<file path="config.mk">
export PLATFORM = sky130hd
export DESIGN_NAME = cmp_event_timer
export DESIGN_NICKNAME = d
export VERILOG_FILES = /design/src/rtl/evt_timer_pkg.sv /design/src/rtl/evt_counter.sv /design/src/rtl/evt_channel.sv /design/src/rtl/evt_regfile.sv /design/src/rtl/cmp_event_timer.sv
export SDC_FILE = /design/constraint.sdc
export NUM_CORES = 1
export LEC_CHECK = 0
export BUFFER_PORTS_ARGS = -buffer_cell sky130_fd_sc_hd__buf_4
export CELL_PAD_IN_SITES_DETAIL_PLACEMENT = 1
export CELL_PAD_IN_SITES_GLOBAL_PLACEMENT = 1
export CORE_MARGIN = 10
export CORE_UTILIZATION = 23
export DETAILED_ROUTE_END_ITERATION = 10
export PLACE_DENSITY = 0.46
export SYNTH_ARGS = -nofsm -noshare
export SYNTH_HDL_FRONTEND = slang
export SYNTH_SLANG_ARGS = --single-unit
</file>
<file path="constraint.sdc">
create_clock -name clk -period 4.94 [get_ports clk]
set_clock_uncertainty 0.1 [all_clocks]
set_input_delay 0.741 -clock clk [delete_from_list [all_inputs] [get_ports clk]]
set_output_delay 0.741 -clock clk [all_outputs]
set_load 0.1 [all_outputs]
</file>
<file path="src/rtl/evt_timer_pkg.sv">
package evt_timer_pkg;

  localparam logic [31:0] ID_WORD     = 32'h8086_A201;
  localparam logic [31:0] PERIOD_WORD = 32'h0429_B17F;
  localparam logic [31:0] ROUTE_CAP   = 32'h0000_00FF;

  localparam int OFS_ID      = 'h000;
  localparam int OFS_PERIOD  = 'h004;
  localparam int OFS_GLB     = 'h010;
  localparam int OFS_STS     = 'h020;
  localparam int OFS_CNT_LO  = 'h0F0;
  localparam int OFS_CNT_HI  = 'h0F4;
  localparam int OFS_CH_BASE = 'h100;
  localparam int CH_STRIDE   = 'h20;

  localparam int SUB_CFG = 'h0;
  localparam int SUB_CAP = 'h4;
  localparam int SUB_CMP = 'h8;

  localparam int ROUTE_W = 5;

  typedef struct packed {
    logic               fsb;
    logic [ROUTE_W-1:0] route;
    logic               periodic;
    logic               ien;
    logic               level;
  } ch_cfg_t;

  function automatic logic [ROUTE_W-1:0] reset_route(input int idx);
    case (idx)
      0:       return 5'd2;
      1:       return 5'd8;
      default: return 5'd0;
    endcase
  endfunction

  function automatic logic [31:0] cfg_to_word(input ch_cfg_t c);
    logic [31:0] w;
    w        = '0;
    w[1]     = c.level;
    w[2]     = c.ien;
    w[3]     = c.periodic;
    w[4]     = 1'b1;
    w[13:9]  = c.route;
    w[14]    = c.fsb;
    return w;
  endfunction

  function automatic ch_cfg_t word_to_cfg(input logic [31:0] w);
    ch_cfg_t c;
    c.level    = w[1];
    c.ien      = w[2];
    c.periodic = w[3];
    c.route    = w[13:9];
    c.fsb      = w[14];
    return c;
  endfunction

  function automatic logic cfg_reserved(input logic [31:0] w);
    return w[0];
  endfunction

  function automatic logic [31:0] advance_target(input logic [31:0] tgt,
                                                 input logic [31:0] period);
    return tgt + period;
  endfunction

endpackage

</file>
<file path="src/rtl/evt_counter.sv">
module evt_counter #(
  parameter int CW = 64,
  parameter int HW = 32
) (
  input  logic          clk,
  input  logic          rst_n,
  input  logic          tick,
  input  logic          run,
  input  logic          wr_lo,
  input  logic          wr_hi,
  input  logic [HW-1:0] wdata,
  output logic [CW-1:0] cnt,
  output logic          inc,
  output logic [HW-1:0] nxt_lo
);

  localparam int UW = CW - HW;

  assign inc    = tick & run & ~(wr_lo | wr_hi);
  assign nxt_lo = cnt[HW-1:0] + {{(HW-1){1'b0}}, 1'b1};

  always_ff @(posedge clk or negedge rst_n) begin
    if (!rst_n) begin
      cnt <= '0;
    end else if (wr_lo) begin
      cnt[HW-1:0] <= wdata;
    end else if (wr_hi) begin
      cnt[CW-1:HW] <= wdata[UW-1:0];
    end else if (inc) begin
      cnt <= cnt + {{(CW-1){1'b0}}, 1'b1};
    end
  end

endmodule

</file>
<file path="src/rtl/evt_channel.sv">
module evt_channel
  import evt_timer_pkg::*;
#(
  parameter int IDX = 0,
  parameter int DW  = 32
) (
  input  logic          clk,
  input  logic          rst_n,
  input  logic          cfg_we,
  input  logic          cmp_we,
  input  logic          clr,
  input  logic [DW-1:0] wdata,
  input  logic          inc,
  input  logic [DW-1:0] nxt_lo,
  output ch_cfg_t       cfg,
  output logic [DW-1:0] cmp,
  output logic [DW-1:0] tgt,
  output logic          fire,
  output logic          active,
  output logic          cfg_rsvd
);

  assign cfg_rsvd = cfg_we & cfg_reserved(wdata);
  assign fire     = cfg.ien & inc & (nxt_lo == tgt);

  always_ff @(posedge clk or negedge rst_n) begin
    if (!rst_n) begin
      cfg.fsb      <= 1'b0;
      cfg.route    <= reset_route(IDX);
      cfg.periodic <= 1'b0;
      cfg.ien      <= 1'b0;
      cfg.level    <= 1'b0;
    end else if (cfg_we && !cfg_reserved(wdata)) begin
      cfg <= word_to_cfg(wdata);
    end
  end

  always_ff @(posedge clk or negedge rst_n) begin
    if (!rst_n) begin
      cmp <= '1;
      tgt <= '1;
    end else if (cmp_we) begin
      cmp <= wdata;
      tgt <= wdata;
    end else if (fire && cfg.periodic) begin
      tgt <= advance_target(tgt, cmp);
    end
  end

  always_ff @(posedge clk or negedge rst_n) begin
    if (!rst_n) begin
      active <= 1'b0;
    end else if (cfg.level) begin
      active <= fire | (active & ~clr);
    end else begin
      active <= fire;
    end
  end

endmodule

</file>
<file path="src/rtl/evt_regfile.sv">
module evt_regfile
  import evt_timer_pkg::*;
#(
  parameter int NCH = 3,
  parameter int AW  = 10,
  parameter int CW  = 64
) (
  input  logic                  clk,
  input  logic                  rst_n,
  input  logic                  valid,
  input  logic                  write,
  input  logic [AW-1:0]         addr,
  input  logic [31:0]           wdata,
  input  logic [CW-1:0]         cnt,
  input  logic [NCH-1:0][31:0]  cfg_words,
  input  logic [NCH-1:0][31:0]  cmp_vals,
  input  logic [NCH-1:0]        sts,
  output logic                  glb_en,
  output logic                  wr_lo,
  output logic                  wr_hi,
  output logic [NCH-1:0]        cfg_we,
  output logic [NCH-1:0]        cmp_we,
  output logic [NCH-1:0]        clr,
  output logic [31:0]           rdata
);

  localparam int CH_END = OFS_CH_BASE + CH_STRIDE * NCH;

  logic        wr_acc;
  logic        rd_acc;
  logic        in_ch;
  int          a_i;
  int          ch_idx;
  int          sub;
  logic [31:0] sts_word;
  logic [31:0] cnt_hi_word;
  logic [31:0] ch_cfg_word;
  logic [31:0] ch_cmp_word;
  logic [31:0] rd_word;

  assign wr_acc      = valid & write;
  assign rd_acc      = valid & ~write;
  assign cnt_hi_word = 32'(cnt >> 32);

  always_comb begin
    a_i    = int'(addr);
    in_ch  = (a_i >= OFS_CH_BASE) && (a_i < CH_END);
    ch_idx = (a_i - OFS_CH_BASE) / CH_STRIDE;
    sub    = (a_i - OFS_CH_BASE) % CH_STRIDE;
  end

  assign wr_lo = wr_acc && (a_i == OFS_CNT_LO);
  assign wr_hi = wr_acc && (a_i == OFS_CNT_HI);

  for (genvar g = 0; g < NCH; g++) begin : g_dec
    assign cfg_we[g] = wr_acc && in_ch && (ch_idx == g) && (sub == SUB_CFG);
    assign cmp_we[g] = wr_acc && in_ch && (ch_idx == g) && (sub == SUB_CMP);
    assign clr[g]    = wr_acc && (a_i == OFS_STS) && wdata[g];
  end

  always_comb begin
    sts_word          = '0;
    sts_word[NCH-1:0] = sts;
  end

  always_comb begin
    ch_cfg_word = '0;
    ch_cmp_word = '0;
    for (int k = 0; k < NCH; k++) begin
      if (k == ch_idx) begin
        ch_cfg_word = cfg_words[k];
        ch_cmp_word = cmp_vals[k];
      end
    end
  end

  always_comb begin
    rd_word = '0;
    if (in_ch) begin
      case (sub)
        SUB_CFG: rd_word = ch_cfg_word;
        SUB_CAP: rd_word = ROUTE_CAP;
        SUB_CMP: rd_word = ch_cmp_word;
        default: rd_word = '0;
      endcase
    end else begin
      case (a_i)
        OFS_ID:     rd_word = ID_WORD;
        OFS_PERIOD: rd_word = PERIOD_WORD;
        OFS_GLB:    rd_word = {31'd0, glb_en};
        OFS_STS:    rd_word = sts_word;
        OFS_CNT_LO: rd_word = cnt[31:0];
        OFS_CNT_HI: rd_word = cnt_hi_word;
        default:    rd_word = '0;
      endcase
    end
  end

  always_ff @(posedge clk or negedge rst_n) begin
    if (!rst_n) begin
      glb_en <= 1'b0;
    end else if (wr_acc && (a_i == OFS_GLB) && (wdata < 32'd2)) begin
      glb_en <= wdata[0];
    end
  end

  always_ff @(posedge clk or negedge rst_n) begin
    if (!rst_n) begin
      rdata <= '0;
    end else if (rd_acc) begin
      rdata <= rd_word;
    end
  end

endmodule

</file>
<file path="src/rtl/cmp_event_timer.sv">
module cmp_event_timer
  import evt_timer_pkg::*;
#(
  parameter int NUM_CH = 3,
  parameter int ADDR_W = 10,
  parameter int CNT_W  = 64
) (
  input  logic                        clk,
  input  logic                        rst_n,
  input  logic                        tick_en,
  input  logic                        reg_valid,
  input  logic                        reg_write,
  input  logic [ADDR_W-1:0]           reg_addr,
  input  logic [31:0]                 reg_wdata,
  output logic [31:0]                 reg_rdata,
  output logic [NUM_CH-1:0]           irq_out,
  output logic [NUM_CH*ROUTE_W-1:0]   irq_route
);

  logic [CNT_W-1:0]          cnt_q;
  logic                      cnt_inc;
  logic                      cnt_wr;
  logic [31:0]               cnt_nxt_lo;
  logic                      glb_en;
  logic                      wr_lo;
  logic                      wr_hi;
  logic [NUM_CH-1:0]         cfg_we;
  logic [NUM_CH-1:0]         cfg_rsvd;
  logic [NUM_CH-1:0]         cmp_we;
  logic [NUM_CH-1:0]         clr_w;
  logic [NUM_CH-1:0]         fire_w;
  logic [NUM_CH-1:0]         act_w;
  logic [NUM_CH-1:0]         lvl_w;
  logic [NUM_CH-1:0]         per_w;
  logic [NUM_CH-1:0]         sts_w;
  logic [NUM_CH-1:0][31:0]   cfg_words;
  logic [NUM_CH-1:0][31:0]   cmp_vals;
  logic [NUM_CH-1:0][31:0]   tgt_vals;
  ch_cfg_t                   ch_cfg [NUM_CH];

  assign cnt_wr = wr_lo | wr_hi;

  evt_counter #(.CW(CNT_W), .HW(32)) u_counter (
    .clk    (clk),
    .rst_n  (rst_n),
    .tick   (tick_en),
    .run    (glb_en),
    .wr_lo  (wr_lo),
    .wr_hi  (wr_hi),
    .wdata  (reg_wdata),
    .cnt    (cnt_q),
    .inc    (cnt_inc),
    .nxt_lo (cnt_nxt_lo)
  );

  for (genvar g = 0; g < NUM_CH; g++) begin : g_ch
    evt_channel #(.IDX(g), .DW(32)) u_ch (
      .clk      (clk),
      .rst_n    (rst_n),
      .cfg_we   (cfg_we[g]),
      .cmp_we   (cmp_we[g]),
      .clr      (clr_w[g]),
      .wdata    (reg_wdata),
      .inc      (cnt_inc),
      .nxt_lo   (cnt_nxt_lo),
      .cfg      (ch_cfg[g]),
      .cmp      (cmp_vals[g]),
      .tgt      (tgt_vals[g]),
      .fire     (fire_w[g]),
      .active   (act_w[g]),
      .cfg_rsvd (cfg_rsvd[g])
    );
    assign cfg_words[g] = cfg_to_word(ch_cfg[g]);
    assign lvl_w[g]     = ch_cfg[g].level;
    assign per_w[g]     = ch_cfg[g].periodic;
    assign sts_w[g]     = act_w[g] & ch_cfg[g].level;
    assign irq_route[g*ROUTE_W +: ROUTE_W] = ch_cfg[g].route;
  end

  evt_regfile #(.NCH(NUM_CH), .AW(ADDR_W), .CW(CNT_W)) u_regs (
    .clk       (clk),
    .rst_n     (rst_n),
    .valid     (reg_valid),
    .write     (reg_write),
    .addr      (reg_addr),
    .wdata     (reg_wdata),
    .cnt       (cnt_q),
    .cfg_words (cfg_words),
    .cmp_vals  (cmp_vals),
    .sts       (sts_w),
    .glb_en    (glb_en),
    .wr_lo     (wr_lo),
    .wr_hi     (wr_hi),
    .cfg_we    (cfg_we),
    .cmp_we    (cmp_we),
    .clr       (clr_w),
    .rdata     (reg_rdata)
  );

  assign irq_out = act_w & {NUM_CH{glb_en}};

endmodule

</file>
## Word level (Yosys, flattened, before mapping)

Index checks and enable logic that the tools add are counted.

| word-level totals | value |
|---|---|
| latch bits | 0 |
| bits in registers | 319 |
| output and inout port bits | 50 |
| bits in read-only memories | 0 |
| input bits | 47 |
| memories kept | 0 |
| RAM bits | 0 |

| operators by class | value |
|---|---|
| div/mod/pow operators | 0 |
| multiply operators | 0 |
| bitwise logic cells | 28 |
| eq/ne operators | 20 |
| reductions and logical operators | 38 |
| shifts and indexed selects | 0 |
| multiplexer cells | 22 |
| magnitude comparators | 3 |
| add/sub/neg operators | 7 |

Operator list:

| operator | count |
|---|---|
| 2-to-1 mux 32 bit | 15 |
| one-hot mux 32 bit (6 select lines) | 1 |
| zero test 32 bit | 4 |
| adder 32 bit | 3 |
| equality test 32 bit | 3 |
| one-hot mux 32 bit (3 select lines) | 1 |
| adder 64 x 1 -> 64 bit (second input constant) | 1 |
| equality test 32 x 3 -> 1 bit (second input constant) | 2 |
| 2-to-1 mux 64 bit | 1 |
| adder 32 x 1 -> 32 bit | 1 |
| adder 32 x 1 -> 32 bit (second input constant) | 1 |
| equality test 2 x 32 -> 1 bit (first input constant) | 1 |
| equality test 3 x 32 -> 1 bit (first input constant) | 1 |
| equality test 32 x 2 -> 1 bit (second input constant) | 1 |
| equality test 32 x 4 -> 1 bit (second input constant) | 1 |
| less-than comparator 32 x 2 -> 1 bit (second input constant) | 1 |
| logical AND 1 bit | 25 |
| equality test 10 x 6 -> 1 bit (second input constant) | 2 |
| equality test 10 x 8 -> 1 bit (second input constant) | 2 |
| equality test 10 x 9 -> 1 bit (second input constant) | 2 |
| bitwise AND 1 bit | 17 |
| 2-to-1 mux 15 bit | 1 |
| subtractor 10 x 9 -> 11 bit (second input constant) | 1 |
| equality test 10 x 3 -> 1 bit (second input constant) | 1 |
| 14 further kinds | 29 |

## Logic depth before layout (Yosys ltp)

| depth | value |
|---|---|
| depth after elaboration | 10 |
| mapped depth | 20 |

## Cells and area by module

Synthesis repeated with hierarchy kept, for this count alone.

| second synthesis, totals | value |
|---|---|
| cell total of the unflattened synthesis | 2806 |
| area, all modules | 24304.6 um2 |

By module, submodules not included:

| module | area an instance (um2) | cells an instance | seq. area each (um2) | instances |
|---|---|---|---|---|
| evt_channel (g_ch[0].u_ch ...) | 5196.2 | 571 | 1933.1 | 2 |
| evt_channel (g_ch[2].u_ch) | 5195.0 | 571 | 1931.9 | 1 |
| evt_counter | 4623.2 | 587 | 1601.5 | 1 |
| evt_regfile | 4048.9 | 498 | 825.8 | 1 |
| cmp_event_timer | 45.0 | 8 | 0.0 | 1 |

## Worst setup path after synthesis

OpenSTA, ideal clock, no wires.

| timing | value |
|---|---|
| path type | in2reg |
| start point | input port reg_addr[4] |
| end point | register g_ch[0].u_ch.tgt[28] |
| setup time | 92 ps |
| setup slack | 78 ps |
| stages on the path | 18 |
| data required time | 4748 ps |
| path buffers | 4 |
| arrival | 4670 ps |
| cells stage by stage | or3_1 > or3_1 > and2_1 > ha_1 > ha_1 > nand4_1 > inv_1 > nand2_1 > ha_1 > nand4b_1 > or4_1 > clkbuf_1 > nor3_1 > and2_0 > clkbuf_1 > clkbuf_1 > clkbuf_1 > o21ai_0 |

| between the ends | value |
|---|---|
| longest elaborated chain between the ends | 9 |

Ends and longest elaborated chain:

| what | line | text |
|---|---|---|
| start: declaration | cmp_event_timer.sv:13 | `input logic [ADDR_W-1:0] reg_addr,` |
| branches (longest 9 deep; another with adder 32 x 1 -> 32 bit) | - |  |
| end signal: assignment | evt_channel.sv:44 | `tgt <= wdata;` |
| end signal: assignment | evt_channel.sv:46 | `tgt <= advance_target(tgt, cmp);` |
| end: declaration | evt_channel.sv:17 | `output logic [DW-1:0] tgt,` |

Several ways; the timed one is not identified.
A chain may end at the register's enable or synchronous reset.

## Worst setup path in the final report

| timing | value |
|---|---|
| start point | register u_counter.cnt[3] |
| end point | register g_ch[1].u_ch.tgt[8] |

| between the ends | value |
|---|---|
| longest elaborated chain between the ends | 5 |

Ends and longest elaborated chain:

| what | line | text |
|---|---|---|
| start: declaration | evt_counter.sv:12 | `output logic [CW-1:0] cnt,` |
| start signal: indexed assignment | evt_counter.sv:26 | `cnt[HW-1:0] <= wdata;` |
| start signal: indexed assignment | evt_counter.sv:28 | `cnt[CW-1:HW] <= wdata[UW-1:0];` |
| start signal: assignment | evt_counter.sv:30 | `cnt <= cnt + {{(CW-1){1'b0}}, 1'b1};` |
| adder 32 x 1 -> 32 bit | evt_counter.sv:20 | `assign nxt_lo = cnt[HW-1:0] + {{(HW-1){1'b0}}, 1'b1};` |
| equality test 32 bit | evt_channel.sv:24 | `assign fire = cfg.ien & inc & (nxt_lo == tgt);` |
| bitwise AND 1 bit | evt_channel.sv:24 |  |
| logical AND 1 bit | evt_channel.sv:45 | `end else if (fire && cfg.periodic) begin` |
| nonzero test 2 bit (no source line) | - |  |
| end signal: assignment | evt_channel.sv:44 |  |
| end signal: assignment | evt_channel.sv:46 |  |
| end: declaration | evt_channel.sv:17 |  |

Every way passes these cells.

==> results.cfg <==
[global_routing]
grt_max_degree = 92
antenna_found_initial = 3
met3_usage = 0.0311
first_global_vias = 24400
met2_usage = 0.327
grtUsageTotal = 0.203
grt_pass1_wl_um = 176000
busiest_layer = met2
grt_util_met1 = 0.279
globalRouteOverflowTotal = 0

[clock_network]
cts_sinks = 319
cts_hold_buf = 0
post_cts_buffers = 0
clkLatencyLatePin_ns = 0.61
cts-root-buf = clkbuf_16
clk_pin_slew_ns = 0.07
cts_buffer_depth = 3
cts_tree = yes
h-tree-depth = 2
cts-buffers-inserted = 46

[routing]
vias_per_cell = 5.36
ant_nets = 0
wire_per_inst_um = 27.5
routed_wl_um = 121000
drc = 0
num_vias = 23600
first_pass_iters = 5
first_iter_violations = 1767

[synthesis]
ys_seq_elements = 319
yosys.area.top_type_share = 0.216
synth_nets = 3045
synth_cell_types = 87
synthTopCellsByArea = dfstp_2 22%, dfrtp_1 13%, nand2_1 7.7%
synth_top_family_by_area = compound AO/OA/AOI/OAI gates
synth_edf_count = 0
synth-compound-area-share = 0.228
synth_area_um2 = 23600
netlist_instances = 2890
yosys_warnings = 0
synth_ff_type = dfstp_2
synth-adder-area-share = 0.0583
synth_largest_area_cell = dfstp_2
yosys.area_share.simple = 0.221
ys_async_sr_fraction = 1.00
avgSynthCellArea_um2 = 8.15
synth_mux_area_frac = 0.0254
synth_xor_area_frac = 0.0736
yosysSeqAreaShare = 0.349

[status]
outcome = finished clean

[placed_design]
dp_cells = 4314
pre_cts_ws_ns = -0.255
hpwl_um = 93400
numPortBuffers = 96
gp_congestion = 0.932

[floorplan]
dieArea_um2 = 116000
num_rows = 117
io_pins = 97
die_y_um = 340
core_area_um2 = 102000
initial_core_util = 0.231
die-width_um = 340

[sta]
fmax_mhz = 212
setup_viol = 0
finalCritPeriodShare = 0.954
final.setup.worst_slack_ns = 0.228
rsz0062_at_grt = false
fin_crit_ns = 4.71
slew_violations = 0
finalHoldViolCount = 0
max_slew_margin = 0.291
tightestPinTransition_ns = 1.06

[layout]
instances_no_fill = 4400
fillers = 12000
layout.nets = 3149
layout_commonest_cell = nand2_1
regArea_um2 = 8230
multi_input_area_um2 = 14400
final_layout_size_suffix_gt1_frac = 0.193
syn2layout_area_growth_pct = 19.1
final_cell_mix = 481 x nand2_1, 269 x a21oi_1, 229 x buf_4, 221 x nor2_1, 213 x o21ai_0

[power]
finalPower_w = 0.00669
peakVddDrop_mv = 0.224
power_leakage_nw = 11.7
power.density_nw_per_um2 = 238

[min_path]
hold_class = in2reg
hold_start = reg_wdata[15]

[setup_path]
arrival_ns = 5.15
regToRegStartpoint = u_counter.cnt[3]$_DFFE_PN0P_
cp-end-kind = register
crit_type = reg2reg
crit_start = u_counter.cnt[3]$_DFFE_PN0P_
cp_max_fo = 39
crit_path_start_kind = register
required_ns = 5.37

[job]
cap_violations = 0
-- metrics by stage --
| step | TNS (ns) | instance area, um^2 | hold WS [ns] | utilization |
|---|---|---|---|---|
| CTS | 0 | 28000 | 0.302 | 0.276 |
| detailed placement | -0.377 | 26500 | 0.364 | 0.261 |
| floorplan | 0 | 23600 | 0.342 | - |
| finish | 0 | 28100 | 0.345 | 0.276 |
| global placement | -0.280 | 26500 | 0.358 | 0.261 |
| global route | 0 | 28100 | 0.341 | 0.276 |
-- per-layer routing --
| metal | up-vias | share of wire |
|---|---|---|
| met5 | - | 0 |
| li1 | 10700 | - |
| met3 | 148 | 0.053 |
| met1 | 12100 | 0.47 |
| met4 | 0 | 0.029 |
| met2 | 613 | 0.45 |
-- flip-flops by register name, indices dropped and copies added (netlist names) --
signal            cells
g_ch.u_ch.cfg        27
u_counter.cnt        64
u_regs.glb_en         1
g_ch.u_ch.tgt        96
g_ch.u_ch.cmp        96
g_ch.u_ch.active      3
u_regs.rdata         32
-- report_power, final --
| group | total, W | switching (W) | internal (W) |
|---|---|---|---|
| clock | 0.00343 | 0.00138 | 0.00205 |
| sequential | 0.00266 | 0.0000156 | 0.00264 |
| combinational | 0.000599 | 0.000463 | 0.000136 |
| total | 0.00669 | 0.00186 | 0.00483 |
-- Yosys cell counts (27+ instances only) --
| cell type | n |
|---|---|
| xnor2_1 | 107 |
| a22oi_1 | 38 |
| o221ai_1 | 27 |
| dfrtp_1 | 125 |
| a211oi_1 | 35 |
| a21o_1 | 42 |
| o21ai_0 | 213 |
| nand4_1 | 45 |
| nor4_1 | 35 |
| ha_1 | 105 |
| nand2_1 | 481 |
| a21oi_1 | 270 |
| dfstp_2 | 194 |
| o21a_1 | 33 |
| clkbuf_1 | 137 |
| nand3_1 | 79 |
| nor3_1 | 68 |
| xor2_1 | 78 |
| mux2_2 | 30 |
| nor2_1 | 224 |
| inv_1 | 54 |
-- area by class of cell --
cell class	instances	area share
Antenna cell	1	0.0000892
Multi-Input combinational cell	2328	0.512
Tap cell	1368	0.0610
Sequential cell	319	0.293
Clock buffer	71	0.0487
Clock inverter	14	0.00562
Timing Repair Buffer	244	0.0718
Inverter	55	0.00736
-- cells by family after synthesis --
group / after synthesis
mux: 56
buf+inv: 243
compound gates: 860
fa+ha+maj: 108
simple gates: 1114
xor+xnor: 190
flops: 319
-- critical path: stages, from the launching register on --
cell,delay [ns]
dfrtp_1,0.64
nand3_1,0.63
nor4_1,0.52
nor2_1,0.19
xor2_1,0.35
and4_1,0.26
nand4_1,0.14
or4_1,0.50
or4_4,0.81
nor3_2,0.25
a21oi_1,0.06
o21ai_1,0.16
-- path summary, 6_finish.rpt --
| path | endpoint | slack [ns] | cells past startpoint |
|---|---|---|---|
| min reg2reg | g_ch[1].u_ch.cmp[19]$_DFFE_PN1P_ | 0.37 | 2 |
| max | g_ch[1].u_ch.tgt[8]$_DFFE_PN1P_ | 0.23 | 11 |
| max reg2reg | g_ch[1].u_ch.tgt[8]$_DFFE_PN1P_ | 0.23 | 11 |
| max in group asynchronous | u_counter.cnt[46]$_DFFE_PN0P_ | 3.58 | 2 |
| min in group asynchronous | g_ch[0].u_ch.cmp[24]$_DFFE_PN1P_ | 0.47 | 1 |
| min | g_ch[1].u_ch.cmp[15]$_DFFE_PN1P_ | 0.35 | 3 |
-- repair_timing --
| action | CTS | global route |
|---|---|---|
| setup endpoints to repair | 0 | 24 |
| resized for setup | 0 | 1 |
| hold endpoints to repair | 0 | 0 |
No activity file was read; power rests on OpenSTA's default activity.
